===== src/rtl/xseq_pkg.sv =====
package xseq_pkg;

  localparam logic [7:0] OPC_PAGE2  = 8'h18;
  localparam logic [7:0] OPC_JUMP   = 8'h7E;
  localparam logic [7:0] OPC_TEST   = 8'h7D;
  localparam logic [7:0] OPC_Y_STORE = 8'hFF;

  typedef enum logic [2:0] {
    PH_FETCH, PH_PAGE2, PH_ADRH, PH_ADRL, PH_OP1, PH_OP2, PH_OP3
  } phase_t;

  typedef enum logic [3:0] {
    K_READ8, K_STORE8, K_LOAD16, K_STORE16,
    K_RMW, K_TEST, K_ARITH, K_JUMP, K_PREBYTE
  } kind_t;

  typedef enum logic [1:0] { A_PC, A_EA, A_EA1, A_IDLE } addrSel_t;
  typedef enum logic [1:0] { W_NONE, W_HI, W_LO, W_ALU } wrSel_t;

  typedef struct packed {
    addrSel_t addrSel;
    logic     write;
    wrSel_t   wrSel;
    logic     pcInc;
    logic     capHi;
    logic     capLo;
    logic     jump;
  } strobe_t;

  function automatic kind_t classifyOp(input logic [7:0] op);
    kind_t k;
    case (op)
      OPC_PAGE2:          k = K_PREBYTE;
      OPC_JUMP:           k = K_JUMP;
      OPC_TEST:           k = K_TEST;
      8'hB7, 8'hF7:       k = K_STORE8;
      8'hFC, 8'hBE, 8'hFE: k = K_LOAD16;
      8'hFD, 8'hBF, 8'hFF: k = K_STORE16;
      8'hB3, 8'hF3, 8'hBC: k = K_ARITH;
      default:            k = (op[7:4] == 4'h7) ? K_RMW : K_READ8;
    endcase
    return k;
  endfunction

endpackage


===== src/rtl/xseq_datapath.sv =====
module xseq_datapath
  import xseq_pkg::*;
#(
  parameter int DW = 8
) (
  input  logic            clk,
  input  logic            rst,
  input  logic [2*DW-1:0] rstPc,
  input  logic [DW-1:0]   rdData,
  input  logic [2*DW-1:0] storeWord,
  input  logic [DW-1:0]   aluByte,
  input  strobe_t         stb,
  output logic [2*DW-1:0] addr,
  output logic [DW-1:0]   wrData,
  output logic [2*DW-1:0] pc
);
  localparam int AW = 2 * DW;

  logic [AW-1:0] pcReg;
  logic [DW-1:0] eaHi, eaLo;
  logic [AW-1:0] ea;

  assign ea = {eaHi, eaLo};
  assign pc = pcReg;

  always_ff @(posedge clk) begin
    if (rst) begin
      pcReg <= rstPc;
    end else if (stb.jump) begin
      pcReg <= {eaHi, rdData};
    end else if (stb.pcInc) begin
      pcReg <= pcReg + AW'(1);
    end
  end

  always_ff @(posedge clk) begin
    if (rst) begin
      eaHi <= '0;
      eaLo <= '0;
    end else begin
      if (stb.capHi) eaHi <= rdData;
      if (stb.capLo) eaLo <= rdData;
    end
  end

  always_comb begin
    case (stb.addrSel)
      A_PC:    addr = pcReg;
      A_EA:    addr = ea;
      A_EA1:   addr = ea + AW'(1);
      default: addr = '1;
    endcase
  end

  always_comb begin
    case (stb.wrSel)
      W_HI:    wrData = storeWord[AW-1:DW];
      W_LO:    wrData = storeWord[DW-1:0];
      W_ALU:   wrData = aluByte;
      default: wrData = '0;
    endcase
  end


  reset_pc_chk: assert property (@(posedge clk) disable iff (rst)
    $past(rst) |-> pc == $past(rstPc));

endmodule


===== src/rtl/xseq_control.sv =====
module xseq_control
  import xseq_pkg::*;
#(
  parameter int DW = 8
) (
  input  logic          clk,
  input  logic          rst,
  input  logic [DW-1:0] rdData,
  output strobe_t       stb,
  output logic          opFetch
);
  phase_t phase, phaseNext;
  kind_t  kind, kindNext;

  always_ff @(posedge clk) begin
    if (rst) begin
      phase <= PH_FETCH;
      kind  <= K_READ8;
    end else begin
      phase <= phaseNext;
      kind  <= kindNext;
    end
  end

  assign opFetch = (phase == PH_FETCH);

  always_comb begin
    stb       = '0;
    stb.addrSel = A_PC;
    stb.wrSel   = W_NONE;
    phaseNext = phase;
    kindNext  = kind;
    case (phase)
      PH_FETCH: begin
        stb.pcInc = 1'b1;
        kindNext  = classifyOp(rdData);
        phaseNext = (kindNext == K_PREBYTE) ? PH_PAGE2 : PH_ADRH;
      end
      PH_PAGE2: begin
        stb.pcInc = 1'b1;
        kindNext  = (rdData == OPC_Y_STORE) ? K_STORE16 : K_LOAD16;
        phaseNext = PH_ADRH;
      end
      PH_ADRH: begin
        stb.pcInc = 1'b1;
        stb.capHi = 1'b1;
        phaseNext = PH_ADRL;
      end
      PH_ADRL: begin
        stb.capLo = 1'b1;
        if (kind == K_JUMP) begin
          stb.jump  = 1'b1;
          phaseNext = PH_FETCH;
        end else begin
          stb.pcInc = 1'b1;
          phaseNext = PH_OP1;
        end
      end
      PH_OP1: begin
        stb.addrSel = A_EA;
        if (kind == K_STORE8) begin
          stb.write = 1'b1;
          stb.wrSel = W_LO;
        end else if (kind == K_STORE16) begin
          stb.write = 1'b1;
          stb.wrSel = W_HI;
        end
        phaseNext = (kind == K_READ8 || kind == K_STORE8) ? PH_FETCH : PH_OP2;
      end
      PH_OP2: begin
        stb.addrSel = (kind == K_RMW || kind == K_TEST) ? A_IDLE : A_EA1;
        if (kind == K_STORE16) begin
          stb.write = 1'b1;
          stb.wrSel = W_LO;
        end
        phaseNext = (kind == K_LOAD16 || kind == K_STORE16) ? PH_FETCH : PH_OP3;
      end
      PH_OP3: begin
        if (kind == K_RMW) begin
          stb.addrSel = A_EA;
          stb.write   = 1'b1;
          stb.wrSel   = W_ALU;
        end else begin
          stb.addrSel = A_IDLE;
        end
        phaseNext = PH_FETCH;
      end
      default: phaseNext = PH_FETCH;
    endcase
  end


  fetch_gap_chk: assert property (@(posedge clk) disable iff (rst)
    opFetch |=> !opFetch);


  jump_len_chk: assert property (@(posedge clk) disable iff (rst)
    (phase == PH_ADRL && kind == K_JUMP) |=> opFetch);


  test_nowrite_chk: assert property (@(posedge clk) disable iff (rst)
    (phase == PH_OP3 && kind == K_TEST) |-> !stb.write);

endmodule


===== src/rtl/xseq_bus.sv =====
module xseq_bus
  import xseq_pkg::*;
#(
  parameter int DW = 8
) (
  input  logic            clk,
  input  logic            rst,
  input  logic [2*DW-1:0] rstPc,
  input  logic [DW-1:0]   rdData,
  input  logic [2*DW-1:0] storeWord,
  input  logic [DW-1:0]   aluByte,
  output logic [2*DW-1:0] addr,
  output logic            rdWr,
  output logic [DW-1:0]   wrData,
  output logic            opFetch,
  output logic [2*DW-1:0] pc
);
  strobe_t stb;

  xseq_control #(.DW(DW)) u_control (
    .clk(clk), .rst(rst), .rdData(rdData), .stb(stb), .opFetch(opFetch)
  );

  xseq_datapath #(.DW(DW)) u_datapath (
    .clk(clk), .rst(rst), .rstPc(rstPc), .rdData(rdData),
    .storeWord(storeWord), .aluByte(aluByte), .stb(stb),
    .addr(addr), .wrData(wrData), .pc(pc)
  );

  assign rdWr = !stb.write;


  read_quiet_chk: assert property (@(posedge clk) disable iff (rst)
    rdWr |-> wrData == '0);


  reset_fetch_chk: assert property (@(posedge clk) disable iff (rst)
    $past(rst) |-> (opFetch && rdWr && addr == $past(rstPc)));


  fetch_pc_chk: assert property (@(posedge clk) disable iff (rst)
    opFetch |-> addr == pc);

endmodule


===== config.mk =====
export PLATFORM = sky130hd
export DESIGN_NAME = xseq_bus
export DESIGN_NICKNAME = d
export VERILOG_FILES = /design/src/rtl/xseq_pkg.sv /design/src/rtl/xseq_datapath.sv /design/src/rtl/xseq_control.sv /design/src/rtl/xseq_bus.sv
export SDC_FILE = /design/constraint.sdc
export NUM_CORES = 1
export LEC_CHECK = 0
export BUFFER_PORTS_ARGS = -buffer_cell sky130_fd_sc_hd__buf_4
export CORE_ASPECT_RATIO = 1.2
export CORE_MARGIN = 5
export CORE_UTILIZATION = 48
export CTS_BUF_LIST = sky130_fd_sc_hd__clkbuf_16
export CTS_CLUSTER_SIZE = 24
export DETAILED_ROUTE_END_ITERATION = 7
export PLACE_DENSITY = 0.78
export REMOVE_ABC_BUFFERS = 1
export SLEW_MARGIN = 20
export SYNTH_ARGS = -nofsm -noshare
export SYNTH_HDL_FRONTEND = slang
export SYNTH_SLANG_ARGS = --single-unit

===== constraint.sdc =====
create_clock -name clk -period 1.9 [get_ports clk]
set_input_delay 0.285 -clock clk [delete_from_list [all_inputs] [get_ports clk]]
set_output_delay 0.285 -clock clk [all_outputs]
set_load 0.01 [all_outputs]

==> metrics.md <==
| Metric | Value |
|---|---|
| Status | `finished, violations left` |
| Failing checks | `setup timing` |
| GP Congestion | `0.926` |
| CTS tree | `built` |
| Port Buffer Count | `91` |
| Die Span X | `84.2 um` |
| Post-Syn Instances | `400` |
| Root Buffer | `clkbuf_16` |
| Final setup violation count | `25` |
| Worst Slack Setup Final | `-390 ps` |
| Final design utilization | `75.1%` |
| Critical Path End Type | `primary output` |
| H-tree lvl count | `2` |
| Clock latency at the later pin of the worst-skew pair | `290 ps` |
| First-pass GRT wire length | `18300 um` |
| Final Skew | `5.76 ps` |
| Design Area, Final | `4840 um^2` |
| Antenna viol nets, final | `0` |
| Max stage delay cell, worst path | `or4b_4` |
| Area Growth Syn to Fin | `52.6%` |
| Ports | `92` |
| Final WL | `12000 um` |
| Non-Filler Instances | `637` |
| Antenna diode count | `0` |
| Seq/Total Area, Yosys | `29.7%` |
| Post-synth top area share | `15.1%` |
| Most Frequent Cell on Critical Path | `buf_4` |
| Asr flop ratio synth | `0%` |
| Pin count of the biggest net entering global routing | `42` |
| Leak | `2.04 nW` |
| Vias in the first global route | `3813` |
| Critical path startpoint | `u_control.kind[0]$_SDFFE_PP0P_` |
| Final hold vios | `0` |
| Yosys top cell by area | `edfxtp_1` |
| Initial antenna violation count | `0` |
| Total CTS buffers | `5` |
| Initial core utilization | `49.2%` |
| Pwr/cell area | `575 nW/um^2` |
| Clock Path Buffers | `2` |
| Seq cells post-synth | `39` |
| TritonRoute pass-1 iters | `5` |
| Die footprint | `8340 um^2` |
| Hold_sp | `rstPc[6]` |
| Vias | `4057` |
| Crit path largest cell delay | `590 ps` |
| Post-synth EDFFs | `16` |
| Placed Instances | `618` |
| Min-delay worst type | `in -> reg` |
| Top FF cell, synth | `dfxtp_1` |
| CP Cell Sequence | `or4b_4 > a21oi_4 > buf_4 > a221oi_1 > o21ai_1 > buf_4` |
| Clock transition at path regs | `60 ps` |
| Max Fanout on Critical Path | `4` |
| Reg-to-reg critical path startpoint | `u_datapath.pc[6]$_DFFE_PP_` |
| Netlist cell types | `67` |
| Yosys warns | `0` |
| Core Box Area | `6450 um^2` |
| Avg Inst Size Synth | `7.93 um^2` |
| CP arrival | `2000 ps` |
| Max-cap violations | `0` |
| CTS Sinks | `39` |
| Total GRT Usage | `26.9%` |
| GRT Residual Overflow | `0` |
| Row Count | `32` |
| Total Nets Final | `603` |
| Final Cycle Share | `121%` |
| Fin crit period | `2290 ps` |
| Synthesized cell area | `3170 um^2` |
| DR iter-0 viols | `368` |
| Drt wl/cell | `18.8 um` |
| CP Class | `reg -> out` |
| Max VDD drop | `493 uV` |
| Startpoint types | `flip-flop` |
| Post-DP Area | `4360 um^2` |
| Final hold slack | `275 ps` |
| FMAX | `437 MHz` |
| Synth area leaders | `edfxtp_1 15%, dfxtp_1 15%, nand2_1 6.6%, mux2i_1 3.5%, nor2_1 3.3%` |
| Fraction of layout cells with a size suffix above 1 | `41.7%` |
| RSZ-0062 raised after global routing | `yes` |
| # DRC | `0` |
| CP top delay family | `simple AND/OR/NAND/NOR gates` |
| Slew HR | `64.2%` |
| Fin. max-slew vios | `0` |
| Post-DP HPWL | `8760 um` |
| Die H | `99.0 um` |
| Worst-margin pin slew | `533 ps` |
| Worst EP required | `1620 ps` |
| Drt via density | `6.37` |
| Buf/Inv on CP | `2` |
-- layout make-up --
| cell class | instances | area [um^2] |
|---|---|---|
| Clock buffer | 5 | 125 |
| Clock inverter | 3 | 16.3 |
| Fill cell | 459 | 1610 |
| Inverter | 6 | 22.5 |
| Multi-Input combinational cell | 326 | 2240 |
| Sequential cell | 39 | 953 |
| Tap cell | 85 | 106 |
| Timing Repair Buffer | 173 | 1380 |
-- flip-flops by register name, summed over array words and instances, names as in the netlist --
| register | cells |
|---|---|
| u_datapath.eaLo | 8 |
| u_datapath.pc | 16 |
| u_control.phase | 3 |
| u_datapath.eaHi | 8 |
| u_control.kind | 4 |
-- kinds of logic (layout without fill, tap and decap cells) --
kind of cell | count (synthesis) | after routing | synth area share [%]
simple gates | 197 | 197 | 34.6
compound gates | 106 | 106 | 23.6
flops | 39 | 39 | 29.7
buf+inv | 35 | 187 | 5.21
mux | 11 | 11 | 3.47
xor+xnor | 10 | 10 | 2.76
fa+ha+maj | 2 | 2 | 0.789
-- power by group --
group	total, mW	internal, mW	switching (mW)
logic	0.944	0.480	0.464
registers	1.03	0.954	0.0715
clock network	0.816	0.479	0.336
-- synth_stat cells (all sizes together), types with 4 or more instances --
| cell | instances |
|---|---|
| o211ai | 6 |
| a21oi | 19 |
| or4 | 8 |
| o31ai | 9 |
| xor2 | 5 |
| and2 | 9 |
| nor2 | 29 |
| nor4 | 8 |
| nand3b | 5 |
| nand3 | 17 |
| xnor2 | 5 |
| o21a | 4 |
| or3b | 4 |
| o21ai | 28 |
| nand2b | 7 |
| nor4b | 4 |
| dfxtp | 23 |
| and3 | 5 |
| edfxtp | 16 |
| a221oi | 5 |
| a221o | 8 |
| nand2 | 57 |
| nand4b | 6 |
| buf | 11 |
| o31a | 4 |
| clkbuf | 18 |
| mux2i | 11 |
| nand4 | 11 |
| inv | 6 |
| nor3 | 9 |
-- per-layer routing --
layer,up-vias,routed length [um],track usage (%)
met5,-,0,0
met4,0,444,14.1
met3,58,1170,6.10
met2,269,6130,46.8
met1,1902,4230,30.4
li1,1828,-,-
-- layout by cell type, fill, tap and decap left out, drive strengths merged, types with 3 or more instances in the layout --
cell,n
dfxtp,23
and4,3
and3,5
or4,8
and2,9
a21oi,19
and4b,3
nor4,8
o21a,4
a221oi,5
nor3,9
nand4,11
nand4b,6
nand2,57
nor2,29
mux2i,11
edfxtp,16
nand3b,5
nor4b,4
nand2b,7
clkbuf,5
o31ai,9
o32ai,3
or3,3
xor2,5
or3b,4
o211ai,6
o21ai,28
inv,7
a221o,8
a22oi,3
o31a,4
xnor2,5
a211oi,3
buf,173
nand3,17
-- what timing repair did --
item                       CTS  global route
pin swaps                    3            19
resized for setup           17            43
hold endpoints to repair     0             0
hold buffers                 0             0
setup endpoints to repair   26            30
setup buffers                5             6
-- final timing paths --
path / endpoint / slack, ps / cells past startpoint
max: addr[8] / -390 / 6
min: u_datapath.pc[6]$_DFFE_PP_ / 270 / 3
max reg2reg: u_datapath.pc[14]$_DFFE_PP_ / 50 / 4
min reg2reg: u_datapath.eaLo[6]$_SDFFE_PP0P_ / 500 / 2
-- worst register-to-register path, cell delays in order, from the launching register on --
cell      delay [ps]
edfxtp_1         410
nand4_4          160
or4_4            570
nand4b_1         110
or3b_1           350
-- stage by stage --
step           TNS (ps)  setup WS [ps]  power (mW)
6_report          -8030           -390        2.78
5_1_grt           -8890           -409        2.89
4_1_cts           -6390           -322        2.73
3_5_place_dp      -1320           -115        1.89
3_3_place_gp       -556          -70.6        1.87
2_1_floorplan     -1800           -250        1.39
No activity file was read; power rests on OpenSTA's default activity.
